$ cat src/rtl/tge_pkg.sv
package tge_pkg;
  typedef enum logic [1:0] {
    GATE_AND  = 2'd0,
    GATE_OR   = 2'd1,
    GATE_NAND = 2'd2,
    GATE_NOR  = 2'd3
  } gate_op_e;
endpackage

$ cat src/rtl/tge_fault_inject.sv
// Per-lane stuck-at injection from a pair of mask words; result is canonical.
module tge_fault_inject #(
  parameter int LANES = 16,
  parameter bit GUARD_LANE0 = 1'b1
) (
  input  logic [LANES-1:0] sig_val,
  input  logic [LANES-1:0] sig_unk,
  input  logic [LANES-1:0] m1,
  input  logic [LANES-1:0] m2,
  output logic [LANES-1:0] f_val,
  output logic [LANES-1:0] f_unk
);
  localparam logic [LANES-1:0] ARMED =
    GUARD_LANE0 ? {{(LANES-1){1'b1}}, 1'b0} : {LANES{1'b1}};

  for (genvar i = 0; i < LANES; i++) begin : g_lane
    logic e1, e2, tv, tu;
    always_comb begin
      e1 = m1[i] & ARMED[i];
      e2 = m2[i] & ARMED[i];
      tv = (sig_val[i] & ~e1) | e2;
      tu = (sig_unk[i] & ~e1) | (e2 & ~e1);
      f_unk[i] = tu;
      f_val[i] = tv & ~tu;
    end
  end
endmodule

$ cat src/rtl/tge_gate_core.sv
// Three-valued two-input gate on LANES lanes, word-parallel.
module tge_gate_core
  import tge_pkg::*;
#(
  parameter int LANES = 16
) (
  input  gate_op_e         op,
  input  logic [LANES-1:0] a_val,
  input  logic [LANES-1:0] a_unk,
  input  logic [LANES-1:0] b_val,
  input  logic [LANES-1:0] b_unk,
  output logic [LANES-1:0] g_val,
  output logic [LANES-1:0] g_unk
);
  logic [LANES-1:0] a_k0, a_k1, b_k0, b_k1, any_x;
  logic [LANES-1:0] and_v, and_u, or_v, or_u;

  always_comb begin
    a_k0  = ~a_val & ~a_unk;
    a_k1  =  a_val & ~a_unk;
    b_k0  = ~b_val & ~b_unk;
    b_k1  =  b_val & ~b_unk;
    any_x = a_unk | b_unk;
    and_u = any_x & ~a_k0 & ~b_k0;
    and_v = a_k1 & b_k1;
    or_u  = any_x & ~a_k1 & ~b_k1;
    or_v  = a_k1 | b_k1;
    unique case (op)
      GATE_AND:  begin g_val = and_v;           g_unk = and_u; end
      GATE_OR:   begin g_val = or_v;            g_unk = or_u;  end
      GATE_NAND: begin g_val = ~and_v & ~and_u; g_unk = and_u; end
      default:   begin g_val = ~or_v & ~or_u;   g_unk = or_u;  end
    endcase
  end
endmodule

$ cat src/rtl/tge_fn_subst.sv
// Lane-wise choice between the normal and the substitute gate result.
module tge_fn_subst #(
  parameter int LANES = 16
) (
  input  logic [LANES-1:0] lanes,
  input  logic [LANES-1:0] norm_val,
  input  logic [LANES-1:0] norm_unk,
  input  logic [LANES-1:0] alt_val,
  input  logic [LANES-1:0] alt_unk,
  output logic [LANES-1:0] s_val,
  output logic [LANES-1:0] s_unk
);
  localparam logic [LANES-1:0] ARMED = {{(LANES-1){1'b1}}, 1'b0};
  logic [LANES-1:0] pick;

  always_comb begin
    pick  = lanes & ARMED;
    s_val = (norm_val & ~pick) | (alt_val & pick);
    s_unk = (norm_unk & ~pick) | (alt_unk & pick);
  end
endmodule

$ cat src/rtl/tern_gate_eval.sv
module tern_gate_eval
  import tge_pkg::*;
#(
  parameter int LANES = 16
) (
  input  logic             clk,
  input  logic             rst,
  input  logic             in_valid,
  output logic             in_ready,
  input  logic [1:0]       gate_sel,
  input  logic [LANES-1:0] a_val,
  input  logic [LANES-1:0] a_unk,
  input  logic [LANES-1:0] b_val,
  input  logic [LANES-1:0] b_unk,
  input  logic [LANES-1:0] a_m1,
  input  logic [LANES-1:0] a_m2,
  input  logic [LANES-1:0] b_m1,
  input  logic [LANES-1:0] b_m2,
  input  logic [LANES-1:0] fn_lanes,
  input  logic [1:0]       fn_sel,
  input  logic [LANES-1:0] y_m1,
  input  logic [LANES-1:0] y_m2,
  output logic             out_valid,
  input  logic             out_ready,
  output logic [LANES-1:0] y_val,
  output logic [LANES-1:0] y_unk
);
  localparam logic [LANES-1:0] FAULTABLE = {{(LANES-1){1'b1}}, 1'b0};

  logic [LANES-1:0] fa_val, fa_unk, fb_val, fb_unk;
  logic [LANES-1:0] n_val, n_unk, s_alt_val, s_alt_unk;
  logic [LANES-1:0] m_val, m_unk, r_val, r_unk;
  gate_op_e main_op, alt_op;

  assign main_op  = gate_op_e'(gate_sel);
  assign alt_op   = gate_op_e'(fn_sel);
  assign in_ready = !out_valid || out_ready;

  tge_fault_inject #(.LANES(LANES), .GUARD_LANE0(1'b1)) u_pin_a (
    .sig_val(a_val), .sig_unk(a_unk), .m1(a_m1), .m2(a_m2),
    .f_val(fa_val), .f_unk(fa_unk));

  tge_fault_inject #(.LANES(LANES), .GUARD_LANE0(1'b1)) u_pin_b (
    .sig_val(b_val), .sig_unk(b_unk), .m1(b_m1), .m2(b_m2),
    .f_val(fb_val), .f_unk(fb_unk));

  tge_gate_core #(.LANES(LANES)) u_core_main (
    .op(main_op), .a_val(fa_val), .a_unk(fa_unk), .b_val(fb_val), .b_unk(fb_unk),
    .g_val(n_val), .g_unk(n_unk));

  tge_gate_core #(.LANES(LANES)) u_core_alt (
    .op(alt_op), .a_val(fa_val), .a_unk(fa_unk), .b_val(fb_val), .b_unk(fb_unk),
    .g_val(s_alt_val), .g_unk(s_alt_unk));

  tge_fn_subst #(.LANES(LANES)) u_subst (
    .lanes(fn_lanes), .norm_val(n_val), .norm_unk(n_unk),
    .alt_val(s_alt_val), .alt_unk(s_alt_unk), .s_val(m_val), .s_unk(m_unk));

  tge_fault_inject #(.LANES(LANES), .GUARD_LANE0(1'b1)) u_pin_y (
    .sig_val(m_val), .sig_unk(m_unk), .m1(y_m1), .m2(y_m2),
    .f_val(r_val), .f_unk(r_unk));

  always_ff @(posedge clk) begin
    if (rst) begin
      out_valid <= 1'b0;
      y_val     <= '0;
      y_unk     <= '0;
    end else if (in_ready) begin
      out_valid <= in_valid;
      if (in_valid) begin
        y_val <= r_val;
        y_unk <= r_unk;
      end
    end
  end

  p_canon_r1: assert property (@(posedge clk) disable iff (rst)
    out_valid |-> ((y_val & y_unk) == '0));

  p_hold_r10: assert property (@(posedge clk) disable iff (rst)
    (out_valid && !out_ready) |=> (out_valid && $stable(y_val) && $stable(y_unk)));

  p_latency_r9: assert property (@(posedge clk) disable iff (rst)
    (in_valid && in_ready) |=> out_valid);

  p_out_sa1_r6: assert property (@(posedge clk) disable iff (rst)
    (in_valid && in_ready) |=>
      (((y_val & ~y_unk) & $past(y_m1 & y_m2 & FAULTABLE)) == $past(y_m1 & y_m2 & FAULTABLE)));

  p_out_sa0_r6: assert property (@(posedge clk) disable iff (rst)
    (in_valid && in_ready) |=>
      (((y_val | y_unk) & $past(y_m1 & ~y_m2 & FAULTABLE)) == '0));
endmodule

$ cat config.mk
export PLATFORM = sky130hd
export DESIGN_NAME = tern_gate_eval
export DESIGN_NICKNAME = d
export VERILOG_FILES = /design/src/rtl/tge_pkg.sv /design/src/rtl/tge_fault_inject.sv /design/src/rtl/tge_gate_core.sv /design/src/rtl/tge_fn_subst.sv /design/src/rtl/tern_gate_eval.sv
export SDC_FILE = /design/constraint.sdc
export NUM_CORES = 1
export LEC_CHECK = 0
export BUFFER_PORTS_ARGS = -buffer_cell sky130_fd_sc_hd__buf_2
export CORE_MARGIN = 2
export CORE_UTILIZATION = 41
export DETAILED_ROUTE_END_ITERATION = 8
export GPL_ROUTABILITY_DRIVEN = 0
export PLACE_DENSITY = 0.69
export SLEW_MARGIN = 15
export SYNTH_ARGS = -nofsm -noshare
export SYNTH_HDL_FRONTEND = slang
export SYNTH_HIERARCHICAL = 1
export SYNTH_SLANG_ARGS = --single-unit
$ cat constraint.sdc
create_clock -name clk -period 3.8 [get_ports clk]
set_input_delay 0 -clock clk [delete_from_list [all_inputs] [get_ports clk]]
set_output_delay 0 -clock clk [all_outputs]
set_load 0.05 [all_outputs]
==> summary.txt <==
Setup path
  • CP peak stage delay: 0.33 ns
  • Crit path buffers/inverters: 1
  • WS Path Type: input port to flop
  • Arr. time, crit path: 1.82 ns
  • R2r setup slk: 2.45 ns
  • Crit-path slowest cell: mux2_1
  • End point of the critical path: y_val[15]$_SDFFE_PP0P_
  • Worst r2r src: out_valid$_SDFFE_PP0P_
  • Most numerous cell on the critical path: nor2b_1
  • Delay-heaviest family, CP: compound AO/OA/AOI/OAI gates
  • Number of stages on the worst setup path: 11
  • Crit path capture type: flop
  • Worst setup SP type: input port
  • Critical Path RT: 3.93 ns
  • Worst Setup SP: b_val[15]
  • Crit Reg-Reg Endpoint: y_val[4]$_SDFFE_PP0P_
  • Reg2reg path depth: 3
  • Crit-path cells: buf_2 -> nor2b_1 -> a22o_1 -> nor2b_1 -> o21ai_0 -> a32oi_1 -> mux2_1 -> nor2b_1 -> a22o_1 -> nand3_1 -> a21oi_1
  • Max FO, Critical Path: 8

Layout
  • Layout cell share with drive strength beyond 1: 0.306
  • # diodes: 0
  • Filler cell count: 1390
  • Area grow syn2layout: 16.2%
  • # nets final: 1098

Routing
  • DRC viols: 0
  • Final ANT Viol Nets: 0
  • Vias per inst: 5.49
  • Drt pass-1 iters: 7
  • Initial DRC Count: 344
  • WL final: 14.0 mm
  • Via count: 5993
  • Drt wl/cell: 12.8 um

Placement
  • HPWL Detailed: 10.0 mm
  • Worst slack, placed: 1.81 ns
  • IO Port Bufs: 210

Timing
  • Setup tns final: 0 ns
  • Final min period: 1.69 ns
  • Slew Viols, Final: 0
  • Final setup viols: 0
  • Slew margin rel.: 0.501
  • Worst Clk Skew: 0.00391 ns
  • Final period utilization: 0.444
  • FMAX: 592 MHz
  • Final WS setup: 2.11 ns
  • Hold Vio Cnt, Final: 0
  • RSZ-0062 raised after global routing: false
  • Slew @ Worst Pin: 0.748 ns

Global routing
  • Met3 Usage GRT: 0.0271
  • Gr busiest metal: met2
  • Initial antenna violation count: 0
  • Met1 GRT Util: 0.236
  • Vias in the first global route: 5098
  • First-pass GRT wire length: 22.6 mm
  • GRT Residual Overflow: 0
  • Largest net degree at the start of global routing: 67
  • Met2 Use GR: 0.328
  • Total global-route track usage: 0.184

Logic synthesis
  • Syn_area_per_cell: 7.03 um^2
  • Post-synthesis cell count: 778
  • Post-synth net total: 962
  • Yosys warns: 6
  • Synthesized area: 0.00547 mm^2

Worst hold path
  • Hold Path Class: input port to flop

Clocking
  • # Post-CTS Setup Buffers: 0
  • CTS tree: done
  • Clock sink count: 33
  • Hold buffer count at cts: 0
  • Post-CTS sizing: 0
  • Clock Latency Late Sink: 0.27 ns
  • Clk root buf: clkbuf_16
  • H-tree level count: 2
  • Reg clk slew, reported paths: 0.06 ns
  • Longest Clk Path Bufs: 2
  • Clock buffer count from CTS: 5

Floorplan
  • Core Rows: 42
  • Starting Density: 0.417
  • Die width: 120 um
  • Die area: 0.0143 mm^2
  • Top Ports: 218
  • Overall die height: 120 um
  • Core area: 0.0131 mm^2

Job
  • # Max-Cap Violations: 0

Pwr
  • PwrDens: 243 mW/mm^2
  • Leak pwr: 2.95 nW
  • Peak VDD IR: 0.000136 V

Outcome
  • Status: completed
per-layer routing:
metal	share of wire	routed length [um]
met1	0.47	6510
met3	0.055	772
met4	0.019	271
met2	0.46	6430
met5	0	0
how the worst min path moves through the flow:
stage | from | endpoint | slack, ns | depth (start not counted)
floorplan | rst | y_unk[15]$_SDFFE_PP0P_ | 0.22 | 2
global placement | y_m1[15] | y_unk[15]$_SDFFE_PP0P_ | 0.32 | 4
detailed placement | y_m1[5] | y_unk[5]$_SDFFE_PP0P_ | 0.33 | 4
CTS | y_m1[14] | y_unk[14]$_SDFFE_PP0P_ | 0.03 | 4
global route | y_m1[14] | y_unk[14]$_SDFFE_PP0P_ | 0.06 | 4
finish | y_m1[11] | y_unk[11]$_SDFFE_PP0P_ | 0.04 | 4
cell usage in the layout, fill, tap and decap left out, types with 7 or more instances in the layout:
cell type / n
a21bo_2: 26
buf_2: 210
o22ai_1: 29
o211a_1: 29
inv_1: 7
a21oi_1: 31
mux2_4: 24
nor2_1: 152
nor2b_1: 106
dfxtp_1: 33
a32oi_1: 29
nand2_1: 29
a22o_1: 47
a31oi_1: 29
nand2b_1: 29
o21ai_0: 25
nand3_1: 36
per-stage QoR:
stage | cell area [um^2] | total power, mW | cells | util | hold WS (ns)
4_1_cts | 6360 | 1.56 | 1091 | 0.484 | 0.0345
2_1_floorplan | 5470 | 0.986 | 778 | - | 0.216
3_5_place_dp | 6210 | 1.13 | 1083 | 0.472 | 0.327
3_3_place_gp | 6210 | 1.12 | 1083 | 0.472 | 0.317
5_1_grt | 6360 | 1.65 | 1091 | 0.484 | 0.0553
6_report | 6360 | 1.54 | 1091 | 0.484 | 0.0427
state kept, by name, summed over array words and instances (netlist names):
name       flops
y_val         16
out_valid      1
y_unk         16
final cells by class:
class	instances	area, um^2	share of cell area
inverters	7	26.3	0.00413
clock inverters	2	13.8	0.00216
flip-flops and latches	33	661	0.104
repair buffers	211	1060	0.166
multi-input cells	656	4240	0.667
well taps	176	220	0.0346
clock buffers	6	139	0.0218
tightest hold or removal path, stage by stage:
cell,delay (ns)
buf_2,0.10
nor2_1,0.05
nand3_1,0.07
a21oi_1,0.05
where the power goes:
group	leakage, nW	switching [mW]	internal (mW)
sequential	0.270	0.00806	0.366
clock	0.0768	0.152	0.260
combinational	2.60	0.418	0.339
total	2.95	0.578	0.965
Power figures use the tool's default switching activity.
